File: src/rtl/dma_trig_pkg.sv
package dma_trig_pkg;
    typedef enum logic {
        ST_IDLE  = 1'b0,
        ST_GRANT = 1'b1
    } arb_state_e;
endpackage

File: src/rtl/dma_trig_chan.sv
// One channel's source multiplexer and trigger detector.
module dma_trig_chan #(
    parameter int SEL_W   = 5,
    parameter int NUM_SRC = 1 << SEL_W
) (
    input  logic               clk,
    input  logic               rst_n,
    input  logic [NUM_SRC-1:0] hw_req,
    input  logic               sw_req,
    input  logic [SEL_W-1:0]   sel,
    input  logic               level_mode,
    input  logic               hold,
    input  logic               clr,
    output logic               req,
    output logic               pend
);
    logic src;
    logic src_prev;
    logic rise;
    logic pend_q;

    // Code 0 routes the software bit; line 0 of the bundle is never used.
    always_comb begin
        if (sel == '0) src = sw_req;
        else           src = hw_req[sel];
    end

    assign rise = src & ~src_prev & ~level_mode;

    // History keeps tracking during a hold, so an edge there is consumed.
    always_ff @(posedge clk or negedge rst_n) begin
        if (!rst_n) begin
            src_prev <= 1'b0;
            pend_q   <= 1'b0;
        end else begin
            src_prev <= src;
            pend_q   <= (pend_q & ~clr) | (rise & ~hold);
        end
    end

    assign req  = level_mode ? (src & ~hold) : pend_q;
    assign pend = pend_q;
endmodule

File: src/rtl/dma_trig_pick.sv
// Selects one requesting channel: fixed order or rotating after last winner.
module dma_trig_pick #(
    parameter int NUM_CH = 3,
    parameter int CH_W   = (NUM_CH > 1) ? $clog2(NUM_CH) : 1
) (
    input  logic [NUM_CH-1:0] req,
    input  logic [CH_W-1:0]   last,
    input  logic              rotate,
    output logic [NUM_CH-1:0] pick,
    output logic [CH_W-1:0]   pick_idx
);
    always_comb begin
        pick     = '0;
        pick_idx = '0;
        for (int i = 0; i < NUM_CH; i++) begin
            int j;
            if (rotate) begin
                j = int'(last) + 1 + i;
                if (j >= NUM_CH) j = j - NUM_CH;
            end else begin
                j = i;
            end
            if (pick == '0 && req[j]) begin
                pick[j]  = 1'b1;
                pick_idx = CH_W'(j);
            end
        end
    end
endmodule

File: src/rtl/dma_trig_arb.sv
module dma_trig_arb #(
    parameter int NUM_CH  = 3,
    parameter int SEL_W   = 5,
    parameter int NUM_SRC = 1 << SEL_W
) (
    input  logic                    clk,
    input  logic                    rst_n,
    input  logic [NUM_SRC-1:0]      hw_req_i,
    input  logic [NUM_CH-1:0]       sw_req_i,
    input  logic [NUM_CH*SEL_W-1:0] src_sel_i,
    input  logic [NUM_CH-1:0]       level_mode_i,
    input  logic                    rotate_en_i,
    input  logic                    bus_hold_i,
    input  logic [NUM_CH-1:0]       step_done_i,
    output logic [NUM_CH-1:0]       grant_o,
    output logic                    busy_o
);
    import dma_trig_pkg::*;

    localparam int CH_W = (NUM_CH > 1) ? $clog2(NUM_CH) : 1;

    arb_state_e        state_q, state_d;
    logic [NUM_CH-1:0] grant_q;
    logic [CH_W-1:0]   last_q;
    logic [NUM_CH-1:0] ch_req, ch_pend, ch_clr;
    logic [NUM_CH-1:0] pick;
    logic [CH_W-1:0]   pick_idx;
    logic              start, release_grant;

    for (genvar c = 0; c < NUM_CH; c++) begin : g_chan
        dma_trig_chan #(.SEL_W(SEL_W), .NUM_SRC(NUM_SRC)) u_chan (
            .clk        (clk),
            .rst_n      (rst_n),
            .hw_req     (hw_req_i),
            .sw_req     (sw_req_i[c]),
            .sel        (src_sel_i[c*SEL_W +: SEL_W]),
            .level_mode (level_mode_i[c]),
            .hold       (bus_hold_i),
            .clr        (ch_clr[c]),
            .req        (ch_req[c]),
            .pend       (ch_pend[c])
        );
    end

    dma_trig_pick #(.NUM_CH(NUM_CH), .CH_W(CH_W)) u_pick (
        .req      (ch_req),
        .last     (last_q),
        .rotate   (rotate_en_i),
        .pick     (pick),
        .pick_idx (pick_idx)
    );

    assign start         = (state_q == ST_IDLE) && (|ch_req) && !bus_hold_i;
    assign release_grant = (state_q == ST_GRANT) && (|(step_done_i & grant_q));
    assign ch_clr        = start ? pick : '0;

    // Next-state selection
    always_comb begin
        state_d = state_q;
        unique case (state_q)
            ST_IDLE:  if (start)         state_d = ST_GRANT;
            ST_GRANT: if (release_grant) state_d = ST_IDLE;
            default:                     state_d = ST_IDLE;
        endcase
    end

    // State register with grant and rotation pointer
    always_ff @(posedge clk or negedge rst_n) begin
        if (!rst_n) begin
            state_q <= ST_IDLE;
            grant_q <= '0;
            last_q  <= CH_W'(NUM_CH - 1);
        end else begin
            state_q <= state_d;
            if (start) begin
                grant_q <= pick;
                last_q  <= pick_idx;
            end else if (release_grant) begin
                grant_q <= '0;
            end
        end
    end

    // Outputs
    always_comb begin
        grant_o = grant_q;
        busy_o  = (state_q == ST_GRANT) || (|ch_pend);
    end
endmodule

File: config.mk
export PLATFORM = sky130hd
export DESIGN_NAME = dma_trig_arb
export DESIGN_NICKNAME = d
export VERILOG_FILES = /design/src/rtl/dma_trig_pkg.sv /design/src/rtl/dma_trig_chan.sv /design/src/rtl/dma_trig_pick.sv /design/src/rtl/dma_trig_arb.sv
export SDC_FILE = /design/constraint.sdc
export NUM_CORES = 1
export LEC_CHECK = 0
export CORE_MARGIN = 2
export CORE_UTILIZATION = 49
export CTS_BUF_LIST = sky130_fd_sc_hd__clkbuf_16
export DETAILED_ROUTE_END_ITERATION = 8
export GPL_ROUTABILITY_DRIVEN = 0
export PLACE_DENSITY = 0.85
export SLEW_MARGIN = 30
export SYNTH_ARGS = -nofsm -noshare
export SYNTH_HDL_FRONTEND = slang
export SYNTH_SLANG_ARGS = --single-unit
export TNS_END_PERCENT = 20
File: constraint.sdc
create_clock -name clk -period 3.7 [get_ports clk]
set_input_delay 1.11 -clock clk [delete_from_list [all_inputs] [get_ports clk]]
set_output_delay 1.11 -clock clk [all_outputs]
set_load 0.02 [all_outputs]
; ---- After elaboration in Yosys (flattened, before gate mapping)
; Cells that the tools add are included.
[word_totals]
ram_bits = 0
latchBits = 0
mem_bits_ro = 0
memories = 0
inputBits = 60
ff_bits = 12
output_inout_bits = 4
elab_cells = 123
[classes]
muxes = 45
n_reduce_logical = 19
bitwise_logic = 32
magnitude_cmp = 12
shifts = 0
mul = 0
div = 0
add_sub_neg = 6
n_eq_ne = 0
[ops]
columns = op, count
row1 = 32-bit two-way mux, 6
row2 = "32-bit by 1-bit greater-or-equal comparator with 1-bit output, second input constant", 3
row3 = "32-bit by 4-bit less-than comparator with 1-bit output, second input constant", 3
row4 = "32-bit by 3-bit greater-or-equal comparator with 1-bit output, second input constant", 2
row5 = "32-bit by 3-bit subtractor with 32-bit output, second input constant", 2
row6 = "32-bit by 2-bit adder with 32-bit output, second input constant", 1
row7 = "32-bit by 3-bit adder with 32-bit output, second input constant", 1
row8 = 1-bit two-way mux, 20
row9 = "5-bit by 6-bit less-than comparator with 1-bit output, second input constant", 3
row10 = 3-bit two-way mux, 6
row11 = 1-bit bitwise AND, 15
row12 = 1-bit binary-select mux with 5-bit select, 3
row13 = 5-bit zero test, 3
row14 = 1-bit inverter, 11
row15 = 3-bit OR reduction, 3
row16 = 1-bit logical AND, 8
row17 = 1-bit binary-select mux with 2-bit select, 3
row18 = 1-bit demux with 2-bit select, 3
row19 = 3-bit zero test, 2
row20 = 2-bit two-way mux, 3
row21 = 3-bit bitwise OR, 2
row22 = "3-bit by 2-bit subtractor with 4-bit output, second input constant", 1
row23 = "2-bit by 1-bit adder with 3-bit output, second input constant", 1
row24 = 3-bit bitwise AND, 1
row25 = 6 further kinds, 8

; ---- Longest topological paths before layout
; Gate-level depths: netlist of run 1.
[depth]
depth_word = 19
depth_mapped = 14
depth_no_buf = 14

; ---- Modules after synthesis
; A second synthesis of run 1 with hierarchy kept.
[hier_totals]
cells_unflattened = 225
hier_area_um2 = 2267.2
[by_module_without_submodules]
columns = mod, cells_per_inst, seq_area_each_um2, instances, area_per_inst_um2
row1 = dma_trig_chan, 41, 50.0, 3, 449.2
row2 = dma_trig_pick, 79, 0.0, 1, 623.1
row3 = dma_trig_arb, 23, 151.4, 1, 296.5

; ---- Worst setup path after synthesis of run 1
; Ideal clock, no wire load.
[synth_path]
path_kind = input -> register
start = input src_sel_i[0]
end = register grant_q[2] (netlist: grant_o[2])
setup_ns = 0.121
n_path_buf = 1
stages = 10
path_slack_ns = 0.159
required_time_ns = 3.579
arrival_time_ns = 3.420
path_cell_list = buf_6 mux4_2 nor2b_1 a311o_1 a41oi_4 a221oi_4 a22o_2 o211ai_4 o221ai_1 a22o_1
[synth_via]
elab_chain_len = 16
word_cells_on_any_way = 29
classes_between = mux (17) / bitwise (3) / reduce/logical (9)
[synth_rtl]
columns = item, line
row1 = start: declaration, dma_trig_arb.sv:10  ; input logic [NUM_CH*SEL_W-1:0] src_sel_i,
row2 = 1-bit binary-select mux with 5-bit select, dma_trig_chan.sv:25  ; else src = hw_req[sel];
row3 = 1-bit two-way mux (implied by the code), dma_trig_chan.sv:25
row4 = 1-bit two-way mux *, dma_trig_chan.sv:24  ; if (sel == '0) src = sw_req;
row5 = 1-bit bitwise AND *, dma_trig_chan.sv:41  ; assign req = level_mode ? (src & ~hold) : pend_q;
row6 = 1-bit two-way mux *, dma_trig_chan.sv:41
row7 = 1-bit binary-select mux with 2-bit select, dma_trig_pick.sv:23  ; if (pick == '0 && req[j]) begin
row8 = 1-bit two-way mux (implied by the code) (2 in a row), dma_trig_pick.sv:23
row9 = 3-bit two-way mux, dma_trig_pick.sv:23
row10 = 3-bit zero test, dma_trig_pick.sv:23
row11 = 1-bit logical AND, dma_trig_pick.sv:23
row12 = 3-bit two-way mux, dma_trig_pick.sv:23
row13 = 3-bit zero test, dma_trig_pick.sv:23
row14 = 1-bit logical AND, dma_trig_pick.sv:23
row15 = 3-bit two-way mux, dma_trig_pick.sv:23
row16 = 3-bit two-way mux, dma_trig_arb.sv:75  ; if (start) begin
row17 = end signal: assignment, dma_trig_arb.sv:76  ; grant_q <= pick;
row18 = end: declaration, dma_trig_arb.sv:23  ; logic [NUM_CH-1:0] grant_q;
; Mark *: on every way between the ends. The rest lies on a longest branch, timed or not. The select of a mux whose other input is x is not followed.
; A chain may end at the register's enable or synchronous reset.

; ---- Final worst setup path of run 1
[layout_path]
start = input src_sel_i[10]
end = register last_q[1]
[layout_via]
elab_chain_len = 15
word_cells_on_any_way = 28
classes_between = mux (18) / bitwise (2) / reduce/logical (8)
[layout_rtl]
columns = item, line
row1 = 1-bit binary-select mux with 5-bit select, dma_trig_chan.sv:25
row2 = 1-bit two-way mux (implied by the code), dma_trig_chan.sv:25
row3 = 1-bit two-way mux *, dma_trig_chan.sv:24
row4 = 1-bit bitwise AND *, dma_trig_chan.sv:41
row5 = 1-bit two-way mux *, dma_trig_chan.sv:41
row6 = 1-bit binary-select mux with 2-bit select, dma_trig_pick.sv:23
row7 = 1-bit two-way mux (implied by the code) (2 in a row), dma_trig_pick.sv:23
row8 = 3-bit two-way mux, dma_trig_pick.sv:23
row9 = 3-bit zero test, dma_trig_pick.sv:23
row10 = 1-bit logical AND, dma_trig_pick.sv:23
row11 = 3-bit two-way mux, dma_trig_pick.sv:23
row12 = 3-bit zero test, dma_trig_pick.sv:23
row13 = 1-bit logical AND, dma_trig_pick.sv:23
row14 = 2-bit two-way mux, dma_trig_pick.sv:23
row15 = end signal: assignment, dma_trig_arb.sv:72  ; last_q <= CH_W'(NUM_CH - 1);
row16 = end signal: assignment, dma_trig_arb.sv:77  ; last_q <= pick_idx;
row17 = end: declaration, dma_trig_arb.sv:24  ; logic [CH_W-1:0] last_q;
; Marks and branches as above.

==> results of run 1 <==
[repair_timing]
action                                  CTS  global route
endpoints found under the setup margin    8             8
pin swaps                                14            16
setup buffers                             7             5
hold buffers                              0             0
gates resized for setup                  37            28
[worst reg2reg max path: stages (launching register included)]
cell	delay [ns]
dfrtp_1	0.38
inv_1	0.20
ha_1	0.36
ha_1	0.30
a31oi_1	0.16
a21oi_1	0.08
o21ai_0	0.15
ha_1	0.21
nor2b_1	0.30
nand3_1	0.12
a31o_2	0.24
a22o_2	0.25
o211ai_4	0.27
buf_6	0.16
o22ai_1	0.10
a21oi_1	0.21
[power breakdown]
part | leakage [nW] | switching, mW | internal, mW | total (mW)
registers | 0.141 | 0.0420 | 0.185 | 0.227
clock network | 0.0423 | 0.0566 | 0.142 | 0.199
logic | 1.33 | 0.807 | 0.648 | 1.46
[worst paths after layout]
check,endpoint,slack [ns],depth (start not counted)
setup / recovery,last_q[1]$_DFFE_PN1P_,-0.09,12
hold / removal,g_chan[0].u_chan.pend$_DFF_PN0_,0.51,2
setup reg to reg,last_q[1]$_DFFE_PN1P_,0.12,15
hold reg to reg,g_chan[0].u_chan.pend$_DFF_PN0_,0.51,2
max in group asynchronous,state_q$_DFF_PN0_,2.07,1
min in group asynchronous,g_chan[2].u_chan.pend$_DFF_PN0_,1.25,1
[metrics by stage]
| step | instances | setup TNS (ns) | hold WS [ns] | area, sq um |
|---|---|---|---|---|
| detailed placement | 387 | -3.566 | 0.4905 | 3093 |
| finish | 402 | -0.1020 | 0.5112 | 3406 |
| CTS | 398 | 0 | 0.5048 | 3247 |
| global placement | 387 | -3.049 | 0.4950 | 3093 |
| global route | 402 | -0.7651 | 0.5394 | 3406 |
| floorplan | 245 | 0 | 0.4720 | 2186 |
[cells by family after synthesis]
kind of cell,Yosys count,synth area share
other,1,0.001716
buffers and inverters,24,0.05895
AND/OR/NAND/NOR,81,0.1895
AO/OA/AOI/OAI,70,0.2902
adder cells (fa/ha/maj),11,0.06296
flip-flops,12,0.1380
multiplexers,46,0.2587
[state kept, by name (all words and copies together), names as in the netlist]
name and count:
state_q 1, last_q 2, grant_o 3, g_chan.u_chan.src_prev 3, g_chan.u_chan.pend 3
[cells in the mapped netlist, types with 3 or more instances]
library cell   n
mux2i_1       28
nand2_1       21
inv_1         14
nor2_1        13
nor2b_1       12
dfrtp_1       11
ha_1          11
mux2_2         9
a21oi_1        8
mux4_2         7
nand3_1        7
o22ai_1        7
nand2b_1       5
nor3_1         5
o21ai_0        5
buf_6          4
o211ai_1       4
a21o_1         3
a311oi_1       3
and3_1         3
clkbuf_1       3
o221ai_1       3
or3_1          3
[routing by layer]
| layer | vias up | track usage | part of all wire |
|---|---|---|---|
| li1 | 1171 | - | - |
| met1 | 1300 | 0.3917 | 0.40 |
| met2 | 200 | 0.4974 | 0.48 |
| met3 | 33 | 0.02849 | 0.091 |
| met4 | 0 | 0.06289 | 0.026 |
| met5 | - | 0 | 0 |
[final cells by class]
cell class | count | area (sq um) | share of cell area
multi-input cells | 209 | 1902 | 0.5584
clock buffers | 3 | 75.07 | 0.02204
inverters | 14 | 52.55 | 0.01543
well taps | 52 | 65.06 | 0.01910
repair buffers | 111 | 1006 | 0.2954
clock inverters | 1 | 3.754 | 0.001102
flip-flops and latches | 12 | 301.5 | 0.08854
[placed cells by master (no fill, tap or decap), types with 3 or more instances in the layout]
| cell type | instances |
|---|---|
| mux2i_1 | 27 |
| inv_1 | 15 |
| mux4_2 | 7 |
| nand3_1 | 6 |
| buf_6 | 4 |
| o22ai_1 | 7 |
| a21o_1 | 3 |
| clkdlybuf4s50_1 | 33 |
| nand2b_1 | 5 |
| or3_1 | 3 |
| dlygate4sd2_1 | 16 |
| buf_4 | 44 |
| a21oi_1 | 8 |
| ha_1 | 11 |
| o21ai_0 | 4 |
| nor3_1 | 5 |
| clkbuf_16 | 3 |
| o211ai_1 | 4 |
| nor2_1 | 13 |
| and3_1 | 3 |
| nor2b_1 | 12 |
| clkdlybuf4s15_1 | 3 |
| mux2_2 | 10 |
| dfrtp_1 | 11 |
| dlymetal6s2s_1 | 8 |
| nand2_1 | 20 |
==> impl_metrics.py, run 1 <==
metrics = {
    "clocking": {
        "cts_inserted_buffers": 3,
        "clock_sinks": 12,
        "cts_tree": "yes",
        "cts_max_level": 1,
        "path_clk_slew_ns": 0.05,
        "cts_root_buffer": "clkbuf_16",
        "clock_latency_ns": 0.24,
        "cts_buffer_depth": 2,
    },
    "sta": {
        "skew_ns": 0.005806,
        "max_slew_margin": 0.5679,
        "setup_slack_ns": -0.09101,
        "rsz0062_at_grt": "yes",
        "drv_slew": 0,
        "setup_viol": 2,
        "finalCritPeriodShare": 1.025,
        "fmax_mhz": 263.8,
        "worstMarginPinSlew_ns": 0.6432,
        "min_period_ns": 3.791,
        "final_hold_viol_count": 0,
    },
    "grt": {
        "grt_max_degree": 15,
        "grt_antenna_before_repair": 0,
        "grt_pass1_wl_mm": 11.66,
        "grt_pass1_vias": 2423,
        "grt_usage": 0.2883,
        "grt.overflow.total": 0,
    },
    "layout": {
        "finish.utilization": 0.7876,
        "nets": 422,
        "syn2layout_area_growth_pct": 55.81,
        "diodes": 0,
        "drive_gt1_frac": 0.2914,
        "fillers": 285,
    },
    "floorplanning": {
        "coreArea_sq_um": 4324,
        "initial_core_util": 0.5055,
        "die_h_microns": 70.79,
        "num_rows": 24,
        "dieArea_sq_um": 5011,
        "io_pins": 64,
        "die_w_microns": 70.79,
    },
    "setup_path": {
        "path_cells": "dlygate4sd2_1, buf_12, mux2_2, a311oi_4, a2111oi_4, nand4_1, a221oi_4, a22o_2, o211ai_4, buf_6, o211a_1, a21oi_1",
        "path_class": "primary input to flop",
        "critPathCaptureType": "flop",
        "cp-startpoint": "src_sel_i[10]",
        "cp-start-kind": "primary input",
        "worstPathArrival_ns": 3.93,
        "slowest_stage": "a221oi_4",
        "crit_fanout": 9,
        "cp_slowest_stage_delay_ns": 0.47,
        "crit_family": "compound AO/OA/AOI/OAI gates",
        "critical_path_required_ns": 3.84,
        "critical_path_buf_inv_count": 3,
        "regToRegStartpoint": "last_q[0]$_DFFE_PN0P_",
    },
    "run": {
        "drv_cap": 0,
    },
    "power": {
        "p_total_mw": 1.881,
        "vdd_drop_max_v": 0.0004108,
        "p_leak_nw": 1.513,
        "p_per_area_nw_per_um2": 552.4,
    },
    "routing": {
        "drtIter0Drc": 333,
        "vias": 2704,
        "routedWlPerCell_microns": 21.25,
        "ant_nets": 0,
        "drc": 0,
        "wirelength_mm": 8.541,
        "drt-pass1-iter-count": 5,
        "vias_per_cell": 6.726,
    },
    "synth": {
        "synthArstFlopShare": 1.000,
        "synth_edf_count": 0,
        "yosysUniqueCellTypes": 69,
        "synth-seq-cells": 12,
        "syn_avg_cell_area_sq_um": 8.922,
        "synth_top_cell_by_area": "mux2i_1",
        "ys_seq_area_frac": 0.1380,
        "syn_nets": 316,
        "ys_top_cells_by_area": "mux2i_1, dfrtp_1, mux4_2, ha_1, mux2_2",
        "synth_warnings": 0,
        "synth_cells": 245,
        "synth.top_cell.area_share": 0.1282,
        "synth_top_flop_cell": "dfrtp_1",
        "syn-cell-area_sq_um": 2186,
    },
    "min_path": {
        "min_from": "g_chan[0].u_chan.src_prev$_DFF_PN0_",
        "min_path_type": "flop to flop",
    },
    "outcome": {
        "status": "complete, but fails checks",
        "violations": "negative setup slack",
    },
    "place": {
        "io_buffers": 62,
        "dp_hpwl_mm": 5.573,
        "dpl_worst_slack_ns": -0.5098,
    },
}
Power figures use the tool's default switching activity.
==> inputs of run 2 (changes only) <==
--- a/config.mk
+++ b/config.mk
@@ -5,12 +5,14 @@
 export SDC_FILE = /design/constraint.sdc
 export NUM_CORES = 1
 export LEC_CHECK = 0
+export CORE_ASPECT_RATIO = 0.75
 export CORE_MARGIN = 2
-export CORE_UTILIZATION = 49
+export CORE_UTILIZATION = 51
 export CTS_BUF_LIST = sky130_fd_sc_hd__clkbuf_16
 export DETAILED_ROUTE_END_ITERATION = 8
+export DONT_BUFFER_PORTS = 1
 export GPL_ROUTABILITY_DRIVEN = 0
-export PLACE_DENSITY = 0.85
+export PLACE_DENSITY = 0.69
 export SLEW_MARGIN = 30
 export SYNTH_ARGS = -nofsm -noshare
 export SYNTH_HDL_FRONTEND = slang
==> impl_metrics.py, run 2 (same netlist as run 1, synthesis figures left out) <==
metrics = {
    "place": {
        "dpl_worst_slack_ns": 0.06058,
        "dp_hpwl_mm": 4.685,
        "placed_area_sq_um": 2231,
        "io_buffers": 0,
        "dpl.cell_count": 297,
    },
    "setup_path": {
        "path_class": "flop to flop",
        "regToRegStartpoint": "last_q[0]$_DFFE_PN0P_",
        "critPathCaptureType": "flop",
        "critical_path_required_ns": 3.82,
        "crit_fanout": 8,
        "path_common_cell": "ha_1",
        "cp-startpoint": "last_q[0]$_DFFE_PN0P_",
        "cp_slowest_stage_delay_ns": 0.51,
        "cp-start-kind": "flop",
        "crit_family": "compound AO/OA/AOI/OAI gates",
        "path_cells": "inv_1, ha_1, ha_1, a31oi_1, a21oi_1, o21ai_0, ha_1, nor2b_1, nand3_1, a31o_2, a22o_2, o211ai_4, o221ai_1, a22o_1",
        "critical_path_buf_inv_count": 1,
        "worstPathArrival_ns": 3.60,
        "slowest_stage": "dfrtp_1",
    },
    "grt": {
        "grt_antenna_before_repair": 0,
        "grt_pass1_vias": 1804,
        "grt_usage": 0.2548,
        "grt_pass1_wl_mm": 9.349,
        "grt_max_degree": 17,
        "grt.overflow.total": 0,
    },
    "floorplanning": {
        "die_w_microns": 79.60,
        "num_rows": 20,
        "dieArea_sq_um": 4831,
        "initial_core_util": 0.5359,
        "coreArea_sq_um": 4079,
        "io_pins": 64,
        "die_h_microns": 60.70,
    },
    "clocking": {
        "ctsHoldBuffers": 0,
        "cts_max_level": 1,
        "ctsResizeCount": 0,
        "cts_setup_buffers": 0,
        "cts_root_buffer": "clkbuf_16",
        "clock_latency_ns": 0.24,
        "path_clk_slew_ns": 0.04,
        "cts_inserted_buffers": 3,
        "cts_buffer_depth": 2,
        "cts_tree": "yes",
        "clock_sinks": 12,
    },
    "routing": {
        "routed.top_layer": "met4",
        "vias_per_cell": 6.638,
        "drtIter0Drc": 147,
        "route.met3.wl_microns": 589,
        "wl_met1_mm": 2.837,
        "ant_nets": 0,
        "vias": 1998,
        "wirelength_mm": 5.778,
        "drc": 0,
        "routedWlPerCell_microns": 19.20,
        "drt-pass1-iter-count": 5,
        "wl_met2_mm": 2.284,
    },
    "sta": {
        "rsz0062_at_grt": "no",
        "finalCritPeriodShare": 0.9389,
        "fmax_mhz": 287.8,
        "drv_slew": 0,
        "min_period_ns": 3.474,
        "tns_ns": 0,
        "worstMarginPinSlew_ns": 0.5336,
        "setup_slack_ns": 0.2259,
        "max_slew_margin": 0.6443,
        "setup_viol": 0,
        "final_hold_viol_count": 0,
        "skew_ns": 0.0007846,
    },
    "layout": {
        "drive_gt1_frac": 0.1707,
        "diodes": 0,
        "syn2layout_area_growth_pct": 5.667,
        "fin_cells": 301,
        "nets": 318,
        "final_common_cell": "mux2i_1",
        "finalInstanceArea_sq_um": 2310,
        "most-common-layout-cells": "mux2i_1, nand2_1, inv_1",
    },
    "min_path": {
        "min_from": "g_chan[0].u_chan.src_prev$_DFF_PN0_",
        "min_path_type": "flop to flop",
    },
    "power": {
        "p_per_area_nw_per_um2": 600.5,
        "p_leak_nw": 0.9415,
        "vdd_drop_max_v": 0.0004526,
        "p_total_mw": 1.387,
    },
    "outcome": {
        "status": "completed",
    },
    "run": {
        "drv_cap": 0,
    },
}
[run 2: cell count changes in the layout (fill, tap and decap cells not counted), moves of 3 or more]
cell and delta:
clkdlybuf4s15_1 -3, buf_6 -4, clkdlybuf4s50_1 -33, dlymetal6s2s_1 -8, buf_4 -37, dlygate4sd2_1 -16
[run 2: cell type report]
cell class,count,area (sq um)
clock inverter,1,3.754
multi-input combinational,209,1755
fill,383,1769
clock buffer,3,75.07
tap,55,68.82
timing repair buffer,7,52.55
sequential,12,301.5
inverter,14,52.55
[run 2: power by group]
part | switching (mW) | internal, mW
combinational | 0.541 | 0.399
clock | 0.0551 | 0.142
sequential | 0.0653 | 0.184
[run 2: final timing paths]
path                       slack, ns  depth (start not counted)                              end
hold reg to reg                 0.51                          2  g_chan[0].u_chan.pend$_DFF_PN0_
setup / recovery                0.23                         14           grant_o[2]$_DFFE_PN0P_
setup reg to reg                0.23                         14           grant_o[2]$_DFFE_PN0P_
hold / removal                  0.51                          2  g_chan[0].u_chan.pend$_DFF_PN0_
max in group asynchronous       2.97                          0            last_q[1]$_DFFE_PN1P_
min in group asynchronous       0.56                          0           grant_o[1]$_DFFE_PN0P_
[run 2: metal layers]
layer / vias to the layer above / track usage
li1: 964 / -
met4: 0 / 0.05911
met3: 7 / 0.05506
met1: 942 / 0.4092
met5: - / 0
met2: 85 / 0.3409
[run 2: worst reg2reg max path, stage by stage, from the launching register on]
cell and delay [ns]:
dfrtp_1 0.51, inv_1 0.10, ha_1 0.31, ha_1 0.31, a31oi_1 0.14, a21oi_1 0.10
o21ai_0 0.15, ha_1 0.19, nor2b_1 0.24, nand3_1 0.11, a31o_2 0.25, a22o_2 0.24
o211ai_4 0.26, o221ai_1 0.19, a22o_1 0.26
[run 2: metrics by stage]
stage	utilization	hold WS, ns
floorplan	-	0.4720
global placement	0.5469	0.4955
detailed placement	0.5469	0.4965
CTS	0.5663	0.5150
global route	0.5663	0.5456
finish	0.5663	0.5098
==> inputs of run 3 (changes only) <==
--- a/config.mk
+++ b/config.mk
@@ -5,6 +5,7 @@
 export SDC_FILE = /design/constraint.sdc
 export NUM_CORES = 1
 export LEC_CHECK = 0
+export ABC_AREA = 1
 export CORE_ASPECT_RATIO = 0.75
 export CORE_MARGIN = 2
 export CORE_UTILIZATION = 51
==> impl_metrics.py, run 3 <==
metrics = {
    "setup_path": {
        "rr_worst_depth": 14,
        "worstPathArrival_ns": 3.06,
        "r2r_end": "g_chan[2].u_chan.pend$_DFF_PN0_",
        "regToRegStartpoint": "last_q[0]$_DFFE_PN0P_",
        "cp-start-kind": "flop",
        "slowest_stage": "ha_1",
        "r2r_slack_ns": 0.77,
        "path_class": "flop to flop",
        "path_cells": "inv_1, ha_1, nor2_2, inv_1, nor3_1, nand3_4, nand4_1, nand2_2, nor2_4, nand3_1, nand2_1, nand2_1, nand2_1, nand2_1",
        "critical_path_required_ns": 3.83,
        "cp-startpoint": "last_q[0]$_DFFE_PN0P_",
        "critPathCaptureType": "flop",
        "crit_fanout": 9,
        "cp_slowest_stage_delay_ns": 0.49,
        "crit_end": "g_chan[2].u_chan.pend$_DFF_PN0_",
        "path_common_cell": "nand2_1",
    },
    "clocking": {
        "cts_tree": "yes",
        "cts_buffer_depth": 2,
        "cts_root_buffer": "clkbuf_16",
        "cts_max_level": 1,
        "ctsResizeCount": 0,
        "cts_setup_buffers": 0,
        "ctsHoldBuffers": 0,
        "clock_latency_ns": 0.24,
        "clock_sinks": 12,
        "path_clk_slew_ns": 0.04,
        "cts_inserted_buffers": 3,
    },
    "power": {
        "pwr-share-clk": 0.370,
        "p_leak_nw": 1.282,
        "seq_power_share": 0.269,
        "p_per_area_nw_per_um2": 224.7,
        "comb_power_share": 0.362,
        "switching_share": 0.3348,
        "p_sw_uw": 179.0,
        "vdd_drop_max_v": 0.0003151,
        "internal-power_uw": 355.7,
    },
    "floorplanning": {
        "coreArea_sq_um": 4467,
        "die_w_microns": 82.78,
        "die_h_microns": 63.08,
        "num_rows": 21,
        "dieArea_sq_um": 5221,
        "initial_core_util": 0.5314,
        "io_pins": 64,
    },
    "layout": {
        "most-common-layout-cells": "nand2_1, nand3_1, inv_1",
        "nets": 474,
        "diodes": 0,
        "final_common_cell": "nand2_1",
        "syn2layout_area_growth_pct": 0.2635,
        "drive_gt1_frac": 0.1194,
    },
    "grt": {
        "grt_antenna_before_repair": 0,
        "grt_pass1_wl_mm": 11.04,
        "grt.overflow.total": 0,
        "grt_pass1_vias": 2260,
        "grt_max_degree": 19,
        "grt_usage": 0.2650,
    },
    "routing": {
        "vias": 2587,
        "routedWlPerCell_microns": 14.35,
        "drc": 0,
        "ant_nets": 0,
        "vias_per_cell": 5.636,
        "drt-pass1-iter-count": 6,
        "drtIter0Drc": 229,
        "wirelength_mm": 6.587,
    },
    "synth": {
        "synth.top_cell.area_share": 0.2562,
        "syn_nets": 482,
        "post-synth-top-count-cell": "nand2_1",
        "synth_edf_count": 0,
        "synth_cells": 411,
        "synth_top_flop_cell": "dfrtp_1",
        "yosysUniqueCellTypes": 40,
        "synth_top_cell_by_area": "nand2_1",
        "syn-cell-area_sq_um": 2374,
        "ys_top_cells_by_area": "nand2_1, nand3_1, dfrtp_1, ha_1, inv_1",
        "syn_avg_cell_area_sq_um": 5.775,
        "synth-seq-cells": 12,
        "synthTopCellsByCount": "nand2_1, nand3_1, inv_1, nor2_1",
        "synth_warnings": 0,
        "ys_seq_area_frac": 0.1270,
        "synthArstFlopShare": 1.000,
    },
    "sta": {
        "setup_viol": 0,
        "drv_slew": 0,
        "rsz0062_at_grt": "no",
        "timing.hold.ws_ns": 0.4980,
        "final_hold_viol_count": 0,
        "tns_ns": 0,
        "skew_ns": 0.001396,
        "fmax_mhz": 341.1,
        "min_period_ns": 2.932,
        "finalCritPeriodShare": 0.7924,
    },
    "run": {
        "drv_cap": 0,
    },
    "place": {
        "dp_hpwl_mm": 5.376,
        "io_buffers": 0,
    },
    "min_path": {
        "holdPathStages": 2,
        "min_path_type": "flop to flop",
    },
    "outcome": {
        "status": "completed",
    },
}
run 3: changes by cell type in the layout (fill, tap and decap cells not counted), sizes merged, moves of 12 or more:
| cell | before | now |
|---|---|---|
| nor2b | 12 | 0 |
| nand3 | 7 | 82 |
| inv | 14 | 46 |
| nand2 | 21 | 173 |
| mux2i | 28 | 0 |
| nor2 | 13 | 30 |
run 3: metal layers:
layer | vias to the layer above | track usage | share of wire
li1 | 1312 | - | -
met1 | 1125 | 0.4486 | 0.49
met2 | 142 | 0.3357 | 0.37
met3 | 8 | 0.05874 | 0.12
met4 | 0 | 0.04098 | 0.012
met5 | - | 0 | 0
run 3: cells by family (layout without fill, tap and decap cells):
group,Yosys count,after routing,synth area share
AO/OA/AOI/OAI,23,23,0.07170
flip-flops,12,12,0.1270
AND/OR/NAND/NOR,305,305,0.6009
other,1,1,0.001580
adder cells (fa/ha/maj),11,11,0.05799
buffers and inverters,59,50,0.1407
run 3: worst min path at each step:
| stage | startpoint | to | slack (ns) |
|---|---|---|---|
| 2_1_floorplan | g_chan[2].u_chan.pend$_DFF_PN0_ | g_chan[2].u_chan.pend$_DFF_PN0_ | 0.46 |
| 3_3_place_gp | g_chan[2].u_chan.pend$_DFF_PN0_ | g_chan[2].u_chan.pend$_DFF_PN0_ | 0.48 |
| 3_5_place_dp | g_chan[2].u_chan.pend$_DFF_PN0_ | g_chan[2].u_chan.pend$_DFF_PN0_ | 0.49 |
| 4_1_cts | g_chan[2].u_chan.pend$_DFF_PN0_ | g_chan[2].u_chan.pend$_DFF_PN0_ | 0.50 |
| 5_1_grt | g_chan[2].u_chan.src_prev$_DFF_PN0_ | g_chan[2].u_chan.pend$_DFF_PN0_ | 0.52 |
| 6_report | g_chan[2].u_chan.pend$_DFF_PN0_ | g_chan[2].u_chan.pend$_DFF_PN0_ | 0.50 |
run 3: per-stage QoR:
step           total power, mW  instances  cell area, sq um    util  setup slack (ns)
2_1_floorplan           0.3313        411              2374       -            0.8318
3_3_place_gp            0.3334        455              2301  0.5151            0.6626
3_5_place_dp            0.3369        455              2301  0.5151            0.5650
4_1_cts                 0.5347        459              2380  0.5328            0.8062
5_1_grt                 0.5701        459              2380  0.5328            0.4734
6_report                0.5348        459              2380  0.5328            0.7680
run 3: area by class of cell:
cell class / instances / area (sq um)
Fill cell: 469 / 2087
Multi-Input combinational cell: 340 / 1738
Sequential cell: 12 / 301.5
Inverter: 46 / 190.2
Clock buffer: 3 / 75.07
Tap cell: 57 / 71.32
Clock inverter: 1 / 3.754
run 3: power groups by stage:
stage	registers (mW)	logic (mW)	clock network, mW
detailed placement	0.145	0.191	0
floorplan	0.144	0.187	0
global route	0.144	0.221	0.205
CTS	0.144	0.192	0.199
global placement	0.145	0.188	0
finish	0.144	0.193	0.198
run 3: worst max-delay path, delay by kind of cell, from the launching register on:
kind	cells	cell delay [ns]
DFF	1	0.46
adders and majority gates	1	0.49
and+or+nand+nor	11	1.54
buffers and inverters	2	0.31
